===== src/rtl/ssu_pkg.sv =====
`timescale 1ns/1ps
package ssu_pkg;
  parameter int unsigned SSU_FRAC_W = 15;
  parameter int unsigned SSU_CNT_W  = SSU_FRAC_W + 1;
  parameter int unsigned SSU_STEP_W = 2;

  typedef logic [SSU_CNT_W-1:0]  cnt_t;
  typedef logic [SSU_FRAC_W-1:0] frac_t;
  typedef logic [SSU_STEP_W-1:0] step_t;

  // normal countdown step: reload at zero, otherwise decrement
  function automatic cnt_t base_step(input cnt_t c, input frac_t r);
    if (c == '0) return cnt_t'(r);
    return c - cnt_t'(1);
  endfunction

  // count plus fraction, clamped to the counter range
  function automatic cnt_t sat_add(input cnt_t a, input frac_t b);
    logic [SSU_CNT_W:0] s;
    s = {1'b0, a} + (SSU_CNT_W+1)'(b);
    if (s[SSU_CNT_W]) return '1;
    return s[SSU_CNT_W-1:0];
  endfunction

  // seconds elapsed in one tick
  function automatic step_t sec_count(input logic wrapped, input logic extra);
    return step_t'(wrapped) + step_t'(extra);
  endfunction
endpackage


===== src/rtl/ssu_shift_ctrl.sv =====
`timescale 1ns/1ps
module ssu_shift_ctrl
  import ssu_pkg::*;
(
  input  logic  clk,
  input  logic  rst_n,
  input  logic  tick,
  input  logic  shift_wr,
  input  logic  shift_add_sec,
  input  frac_t shift_frac,
  output logic  pend,
  output frac_t hold_frac,
  output logic  hold_add,
  output logic  accept,
  output logic  apply,
  output logic  sync_ok
);
  logic sync_wait;
  logic sync_set;

  assign accept   = shift_wr && !pend;
  assign apply    = tick && pend;
  assign sync_set = tick && sync_wait && !pend;

  always_ff @(posedge clk or negedge rst_n) begin
    if (!rst_n) begin
      pend      <= 1'b0;
      hold_frac <= '0;
      hold_add  <= 1'b0;
    end else if (accept) begin
      pend      <= 1'b1;
      hold_frac <= shift_frac;
      hold_add  <= shift_add_sec;
    end else if (apply) begin
      pend      <= 1'b0;
    end
  end

  always_ff @(posedge clk or negedge rst_n) begin
    if (!rst_n) begin
      sync_ok   <= 1'b0;
      sync_wait <= 1'b1;
    end else if (accept) begin
      sync_ok   <= 1'b0;
      sync_wait <= 1'b0;
    end else if (apply) begin
      sync_wait <= 1'b1;
    end else if (sync_set) begin
      sync_ok   <= 1'b1;
      sync_wait <= 1'b0;
    end
  end
endmodule


===== src/rtl/ssu_prescaler.sv =====
`timescale 1ns/1ps
module ssu_prescaler
  import ssu_pkg::*;
(
  input  logic  clk,
  input  logic  rst_n,
  input  logic  tick,
  input  frac_t reload,
  input  logic  apply,
  input  frac_t frac,
  input  logic  add_sec,
  output cnt_t  cnt,
  output step_t sec_step,
  output logic  wrap_evt
);
  cnt_t base;
  cnt_t nxt;

  assign wrap_evt = tick && (cnt == '0);
  assign base     = base_step(cnt, reload);
  assign nxt      = apply ? sat_add(base, frac) : base;

  always_ff @(posedge clk or negedge rst_n) begin
    if (!rst_n) begin
      cnt      <= '0;
      sec_step <= '0;
    end else if (tick) begin
      cnt      <= nxt;
      sec_step <= sec_count(cnt == '0, apply && add_sec);
    end else begin
      sec_step <= '0;
    end
  end
endmodule


===== src/rtl/subsec_shift_unit.sv =====
`timescale 1ns/1ps
module subsec_shift_unit
  import ssu_pkg::*;
#(
  parameter int unsigned FRAC_W = ssu_pkg::SSU_FRAC_W,
  localparam int unsigned CNT_W = FRAC_W + 1,
  localparam int unsigned STEP_W = ssu_pkg::SSU_STEP_W
) (
  input  logic              clk,
  input  logic              rst_n,
  input  logic              tick,
  input  logic [FRAC_W-1:0] reload_val,
  input  logic              shift_wr,
  input  logic              shift_add_sec,
  input  logic [FRAC_W-1:0] shift_frac,
  output logic [STEP_W-1:0] sec_step,
  output logic [CNT_W-1:0]  subsec_cnt,
  output logic              shift_pend,
  output logic              shadow_sync
);
  frac_t hold_frac;
  logic  hold_add;
  logic  wr_accept;
  logic  shift_apply;
  logic  wrap_evt;

  ssu_shift_ctrl u_ctrl (
    .clk(clk), .rst_n(rst_n), .tick(tick),
    .shift_wr(shift_wr), .shift_add_sec(shift_add_sec), .shift_frac(shift_frac),
    .pend(shift_pend), .hold_frac(hold_frac), .hold_add(hold_add),
    .accept(wr_accept), .apply(shift_apply), .sync_ok(shadow_sync)
  );

  ssu_prescaler u_psc (
    .clk(clk), .rst_n(rst_n), .tick(tick), .reload(reload_val),
    .apply(shift_apply), .frac(hold_frac), .add_sec(hold_add),
    .cnt(subsec_cnt), .sec_step(sec_step), .wrap_evt(wrap_evt)
  );
endmodule


===== config.mk =====
export PLATFORM = sky130hd
export DESIGN_NAME = subsec_shift_unit
export DESIGN_NICKNAME = d
export VERILOG_FILES = /design/src/rtl/ssu_pkg.sv /design/src/rtl/ssu_shift_ctrl.sv /design/src/rtl/ssu_prescaler.sv /design/src/rtl/subsec_shift_unit.sv
export SDC_FILE = /design/constraint.sdc
export NUM_CORES = 1
export LEC_CHECK = 0
export BUFFER_PORTS_ARGS = -buffer_cell sky130_fd_sc_hd__buf_2
export CAP_MARGIN = 20
export CORE_ASPECT_RATIO = 1.5
export CORE_MARGIN = 5
export CORE_UTILIZATION = 40
export CTS_BUF_LIST = sky130_fd_sc_hd__clkbuf_8
export DETAILED_ROUTE_END_ITERATION = 10
export MAX_ROUTING_LAYER = met4
export PLACE_DENSITY = 0.61
export REMOVE_ABC_BUFFERS = 1
export SLEW_MARGIN = 30
export SYNTH_ARGS = -nofsm -noshare
export SYNTH_HDL_FRONTEND = slang
export SYNTH_SLANG_ARGS = --single-unit

===== constraint.sdc =====
create_clock -name clk -period 5.2 [get_ports clk]
set_clock_uncertainty 0.1 [all_clocks]
set_input_delay 0.78 -clock clk [delete_from_list [all_inputs] [get_ports clk]]
set_output_delay 0.78 -clock clk [all_outputs]
set_load 0.01 [all_outputs]

* Yosys cells after proc, flatten, opt, wreduce, memory -nomap -nowiden
Index checks and enable logic that the tools add are counted.
** Storage, ports and cells
- Bits in registers :: 37
- Bits in latches :: 0
- Bits in writable memories :: 0
- Memory bits (read-only) :: 0
- Input port bits :: 35
- Output and inout port bits :: 20
- Word-level logic and storage cells :: 38
- Memories :: 0
** Operators by class
- $add $sub $neg :: 3
- Multipliers :: 0
- Div/mod/pow operators :: 0
- $lt $le $gt $ge :: 0
- Eq/ne operators :: 1
- Shifts and indexed selects :: 0
- Muxes and demuxes :: 16
- Bitwise gates (word level) :: 0
- Reductions and logical operators :: 11
** Operator list (number)
- $mux W16 :: 5
- $add A16 B15 Y17 :: 1
- $logic_not A16 Y1 :: 1
- $sub A16 B1 Y16 const B :: 1
- $mux W1 :: 10
- $logic_and A1 B1 Y1 :: 5
- $reduce_bool A2 Y1 :: 2
- $reduce_bool A3 Y1 :: 1
- $add A1 B1 Y2 :: 1
- $mux W2 :: 1
- $ne A2 B2 Y1 const B :: 1
- $reduce_and A2 Y1 :: 1
- $logic_not A1 Y1 :: 1

* Longest topological paths before layout
- Word-level depth :: 7
- Gate-level depth with buffers :: 18
- Depth with buffers taken out :: 17

* Modules after synthesis
Synthesis repeated with hierarchy kept, for this count alone.
** Unflattened totals
- Cells, all modules :: 344
- Area total of the unflattened synthesis :: 3090.5 sq um
** Modules (own cells, without submodules)
- ssu_prescaler :: times used 1, cells each 298, area each 2321.0 sq um, seq. area each 450.4 sq um
- ssu_shift_ctrl :: times used 1, cells each 46, area each 769.5 sq um, seq. area each 476.7 sq um

* Worst setup path after synthesis
Ideal clock, no wire load.
- Path type :: reg2reg
- Start point :: reg u_psc.cnt[2]
- End point :: reg u_psc.cnt[15]
- Setup time :: 0.087 ns
- Arrival time :: 3.805 ns
- Data required time :: 5.013 ns
- Setup slack :: 1.208 ns
- Stages on the path, launching flop included :: 17
- Path buffers :: 1
- Period minus slack after synthesis :: 3.992 ns
- Cells stage by stage :: dfrtp_1 -> or4_4 -> nor4_2 -> nand3b_2 -> buf_6 -> a21oi_1 -> ha_1 -> inv_1 -> fa_1 -> nor2b_1 -> o2111ai_1 -> and4_2 -> o211ai_1 -> o211ai_4 -> nand3_1 -> o31ai_1 -> a211oi_2
** On the way
- Word-level cells in the longest chain between the ends :: 7
- Elaborated cells on any way between the ends :: 8
- Classes of those cells :: add/sub (2); mux (5); reduce/logical (1)
** Ends and longest elaborated chain
- from (decl) :: RTL line ssu_prescaler.sv:12 : output cnt_t cnt,
- from (signal assigned) :: RTL line ssu_prescaler.sv:28 : cnt <= nxt;
- branches (longest 2 deep; another with $sub A16 B1 Y16)
- $mux W16 (*) :: RTL line ssu_pkg.sv:14 : return c - cnt_t'(1);
- $add A16 B15 Y17 :: RTL line ssu_pkg.sv:20 : s = {1'b0, a} + (SSU_CNT_W+1)'(b);
- $mux W1 :: RTL line ssu_pkg.sv:21 : if (s[SSU_CNT_W]) return '1;
- $mux W16 :: RTL line ssu_pkg.sv:22 : return s[SSU_CNT_W-1:0];
- $mux W16 (*) :: RTL line ssu_prescaler.sv:21 : assign nxt = apply ? sat_add(base, frac) : base;
Every way passes the cells marked *.
A chain may end at the register's enable or synchronous reset.

* Worst setup path in the final report
Same ends and word-level chain as after synthesis.

==> flow_metrics.py <==
metrics = {
    "outcome": {
        "status": "complete, no violations",
    },
    "grt": {
        "grt_overflow": 0,
        "antenna_found_initial": 0,
        "grt_max_degree": 38,
        "grt_pass1_vias": 2524,
        "grt_use_total_pct": 18.11,
        "grt_pass1_wl_mm": 12.27,
    },
    "floorplan": {
        "die_h_um": 112.7,
        "io_pins": 55,
        "core_um2": 6852,
        "die_w_um": 78.48,
        "initial_core_util_pct": 41.07,
        "rows": 37,
        "dieArea_um2": 8847,
    },
    "power_and_ir_drop": {
        "p_clk_share_pct": 12.0,
        "p_sw_share_pct": 46.04,
        "cellPowerDensity_nw_per_um2": 587.2,
        "p_int_mw": 1.021,
        "power_frac_comb_pct": 62.0,
        "seqPwrFrac_pct": 26.0,
        "power.net_switching_mw": 0.8710,
        "ir_drop_mv": 0.2600,
        "p_leak_nw": 1.458,
    },
    "worst_setup_path": {
        "timing.critical_path.from": "u_psc.cnt[2]",
        "r2r_start": "u_psc.cnt[2]",
        "cp_slowest_cell": "or4_4",
        "required_ns": 5.31,
        "arrival_ns": 4.63,
        "end_kind": "flip-flop",
        "crit_buf_inv": 1,
        "critPathMaxStageDelay_ns": 0.60,
        "cp_max_fo": 17,
        "path_cells": "or4_4, nor4_2, nand3b_2, a21oi_1, ha_1, inv_1, fa_1, nor2b_1, o2111ai_1, and4_2, o211ai_1, o211ai_4, nand3_1, o31ai_1, a211oi_2",
        "startpoint_type": "flip-flop",
        "critical_path_class": "flip-flop to flip-flop",
        "critical-path-top-delay-family": "simple AND/OR/NAND/NOR gates",
    },
    "cts": {
        "clk_latency_ns": 0.29,
        "cts_buffers": 5,
        "cts-root-buf": "clkbuf_8",
        "clk_pin_slew_ns": 0.07,
        "htreeDepth": 2,
        "post_cts_buffers": 0,
        "cts_buffer_depth": 2,
        "cts_tree": "built",
        "clkSinkCount": 37,
        "cts_resized": 0,
        "hold_buffers": 0,
    },
    "timing": {
        "worst_pin_slew_ns": 0.8478,
        "whs_ns": 0.3554,
        "final.min_clock_period_ns": 4.523,
        "finalCritPeriodShare_pct": 86.98,
        "setup_viol": 0,
        "relSlewSlack_pct": 43.48,
        "rsz0062_at_grt": "false",
        "report.final.slew_viol_count": 0,
        "hold_viol": 0,
        "fmax_ghz": 0.2211,
        "fin_tns_setup_ns": 0,
    },
    "placement": {
        "dp_cells": 431,
        "port_buffers": 54,
        "hpwlAfterDp_mm": 5.692,
        "gp_congestion": 0.8837,
    },
    "final_layout": {
        "fin_nets": 415,
        "layout.cells.non_filler": 439,
        "antennaDiodeCount": 0,
        "area_growth_pct": 14.50,
        "layout-drive-gt1-share_pct": 27.42,
    },
    "synth": {
        "yosysWarnings": 0,
        "synth-seq-area-share_pct": 32.95,
        "synth_edf_count": 0,
        "synth_cells": 311,
        "ys_types": 60,
        "async_flop_share_pct": 100.0,
        "synth_area_um2": 2814,
        "ys_ff_latch": 37,
        "synthFlopType": "dfrtp_1",
        "syn_area_per_cell_um2": 9.048,
    },
    "drt": {
        "dr.pass1.iters": 4,
        "wl_per_cell_um": 16.84,
        "drt_iter0_drc": 207,
        "viasPerCell": 5.649,
        "drt_wl_total_mm": 7.393,
        "drc": 0,
        "ant_nets": 0,
        "vias": 2480,
    },
    "run": {
        "max_cap_violations": 0,
    },
    "min_path": {
        "hold_class": "input pin to asynchronous set/reset pin",
    },
}
## cell type report
type                       instances  area, um^2
timing repair buffer              54       272.8
clock buffer                       7       96.34
inverter                          11       42.54
multi-input combinational        251        1780
clock inverter                     1       5.005
tap                               78       97.59
fill                             707        3630
sequential                        37       927.1
## power by group through the flow
| stage | Clock (mW) | Combinational [mW] | Sequential (mW) |
|---|---|---|---|
| floorplan | 0 | 0.858 | 0.503 |
| global placement | 0 | 1.16 | 0.494 |
| detailed placement | 0 | 1.17 | 0.499 |
| CTS | 0.234 | 1.17 | 0.493 |
| global route | 0.245 | 1.31 | 0.511 |
| finish | 0.226 | 1.17 | 0.493 |
## sequential cells by signal, summed over array words and instances (netlist names)
name              flops
u_ctrl.pend           1
u_psc.cnt            16
u_ctrl.sync_wait      1
u_ctrl.sync_ok        1
u_ctrl.hold_add       1
u_ctrl.hold_frac     15
u_psc.sec_step        2
## Yosys cell counts (4+ instances only)
cell | n | area, um^2
a21o_1 | 6 | 45.04
a21oi_1 | 18 | 90.09
a31oi_1 | 4 | 25.02
and2_1 | 4 | 25.02
clkbuf_1 | 8 | 30.03
dfrtp_1 | 36 | 900.9
ha_1 | 19 | 237.7
inv_1 | 8 | 30.03
mux2_2 | 15 | 168.9
nand2_1 | 41 | 153.9
nand3_1 | 6 | 30.03
nor2_1 | 19 | 71.32
nor2b_1 | 5 | 31.28
nor3_1 | 8 | 40.04
o211ai_1 | 9 | 67.56
o21ai_0 | 14 | 70.07
o21ai_2 | 5 | 43.79
xnor2_1 | 11 | 96.34
xor2_1 | 11 | 96.34
## routing by layer
layer  vias up  share of wire (%)  GRT usage [%]
met4         0                3.7          7.818
met2        48                 53          32.38
met3        16                3.2          3.185
met5         -                  0              -
met1      1200                 40          19.43
li1       1216                  -              -
## logic make-up (layout without fill, tap and decap cells)
group | after synthesis | in the layout | share of synthesized area (%)
AND/OR/NAND/NOR | 109 | 109 | 20.01
AO/OA/AOI/OAI | 82 | 82 | 19.92
flip-flops | 37 | 37 | 32.95
buffers and inverters | 23 | 73 | 4.046
XOR/XNOR | 22 | 22 | 6.847
adder cells (fa/ha/maj) | 20 | 20 | 9.160
multiplexers | 18 | 18 | 7.070
## placed cells by master, fill, tap and decap left out, types with 7 or more instances in the layout
| master | synthesis | routed |
|---|---|---|
| a21oi_1 | 18 | 18 |
| buf_2 | 0 | 53 |
| clkbuf_8 | 0 | 7 |
| dfrtp_1 | 36 | 36 |
| ha_1 | 19 | 19 |
| inv_1 | 8 | 8 |
| mux2_2 | 15 | 15 |
| nand2_1 | 41 | 41 |
| nor2_1 | 19 | 19 |
| nor3_1 | 8 | 8 |
| o211ai_1 | 9 | 9 |
| o21ai_0 | 14 | 14 |
| xnor2_1 | 11 | 11 |
| xor2_1 | 11 | 11 |
## stage by stage
stage	area, um^2	power (mW)	setup WS, ns	utilization, %
final	3222	1.892	0.6772	47.02
after global routing	3222	2.071	0.3254	47.02
after CTS	3219	1.900	0.6622	46.99
after floorplan	2743	1.361	1.162	-
after detailed placement	3118	1.668	0.6832	45.51
after global placement	3113	1.655	0.8416	45.43
## path summary, 6_finish.rpt
path	cells past startpoint	slack, ns	endpoint
setup / recovery	15	0.68	u_psc.cnt[15]
hold / removal	1	0.36	u_psc.cnt[0]
setup reg to reg	15	0.68	u_psc.cnt[15]
hold reg to reg	1	0.41	u_ctrl.hold_add
max in group asynchronous	1	4.29	u_ctrl.sync_wait
min in group clk	1	0.41	u_ctrl.hold_add
(Power assumes the default switching activity.)
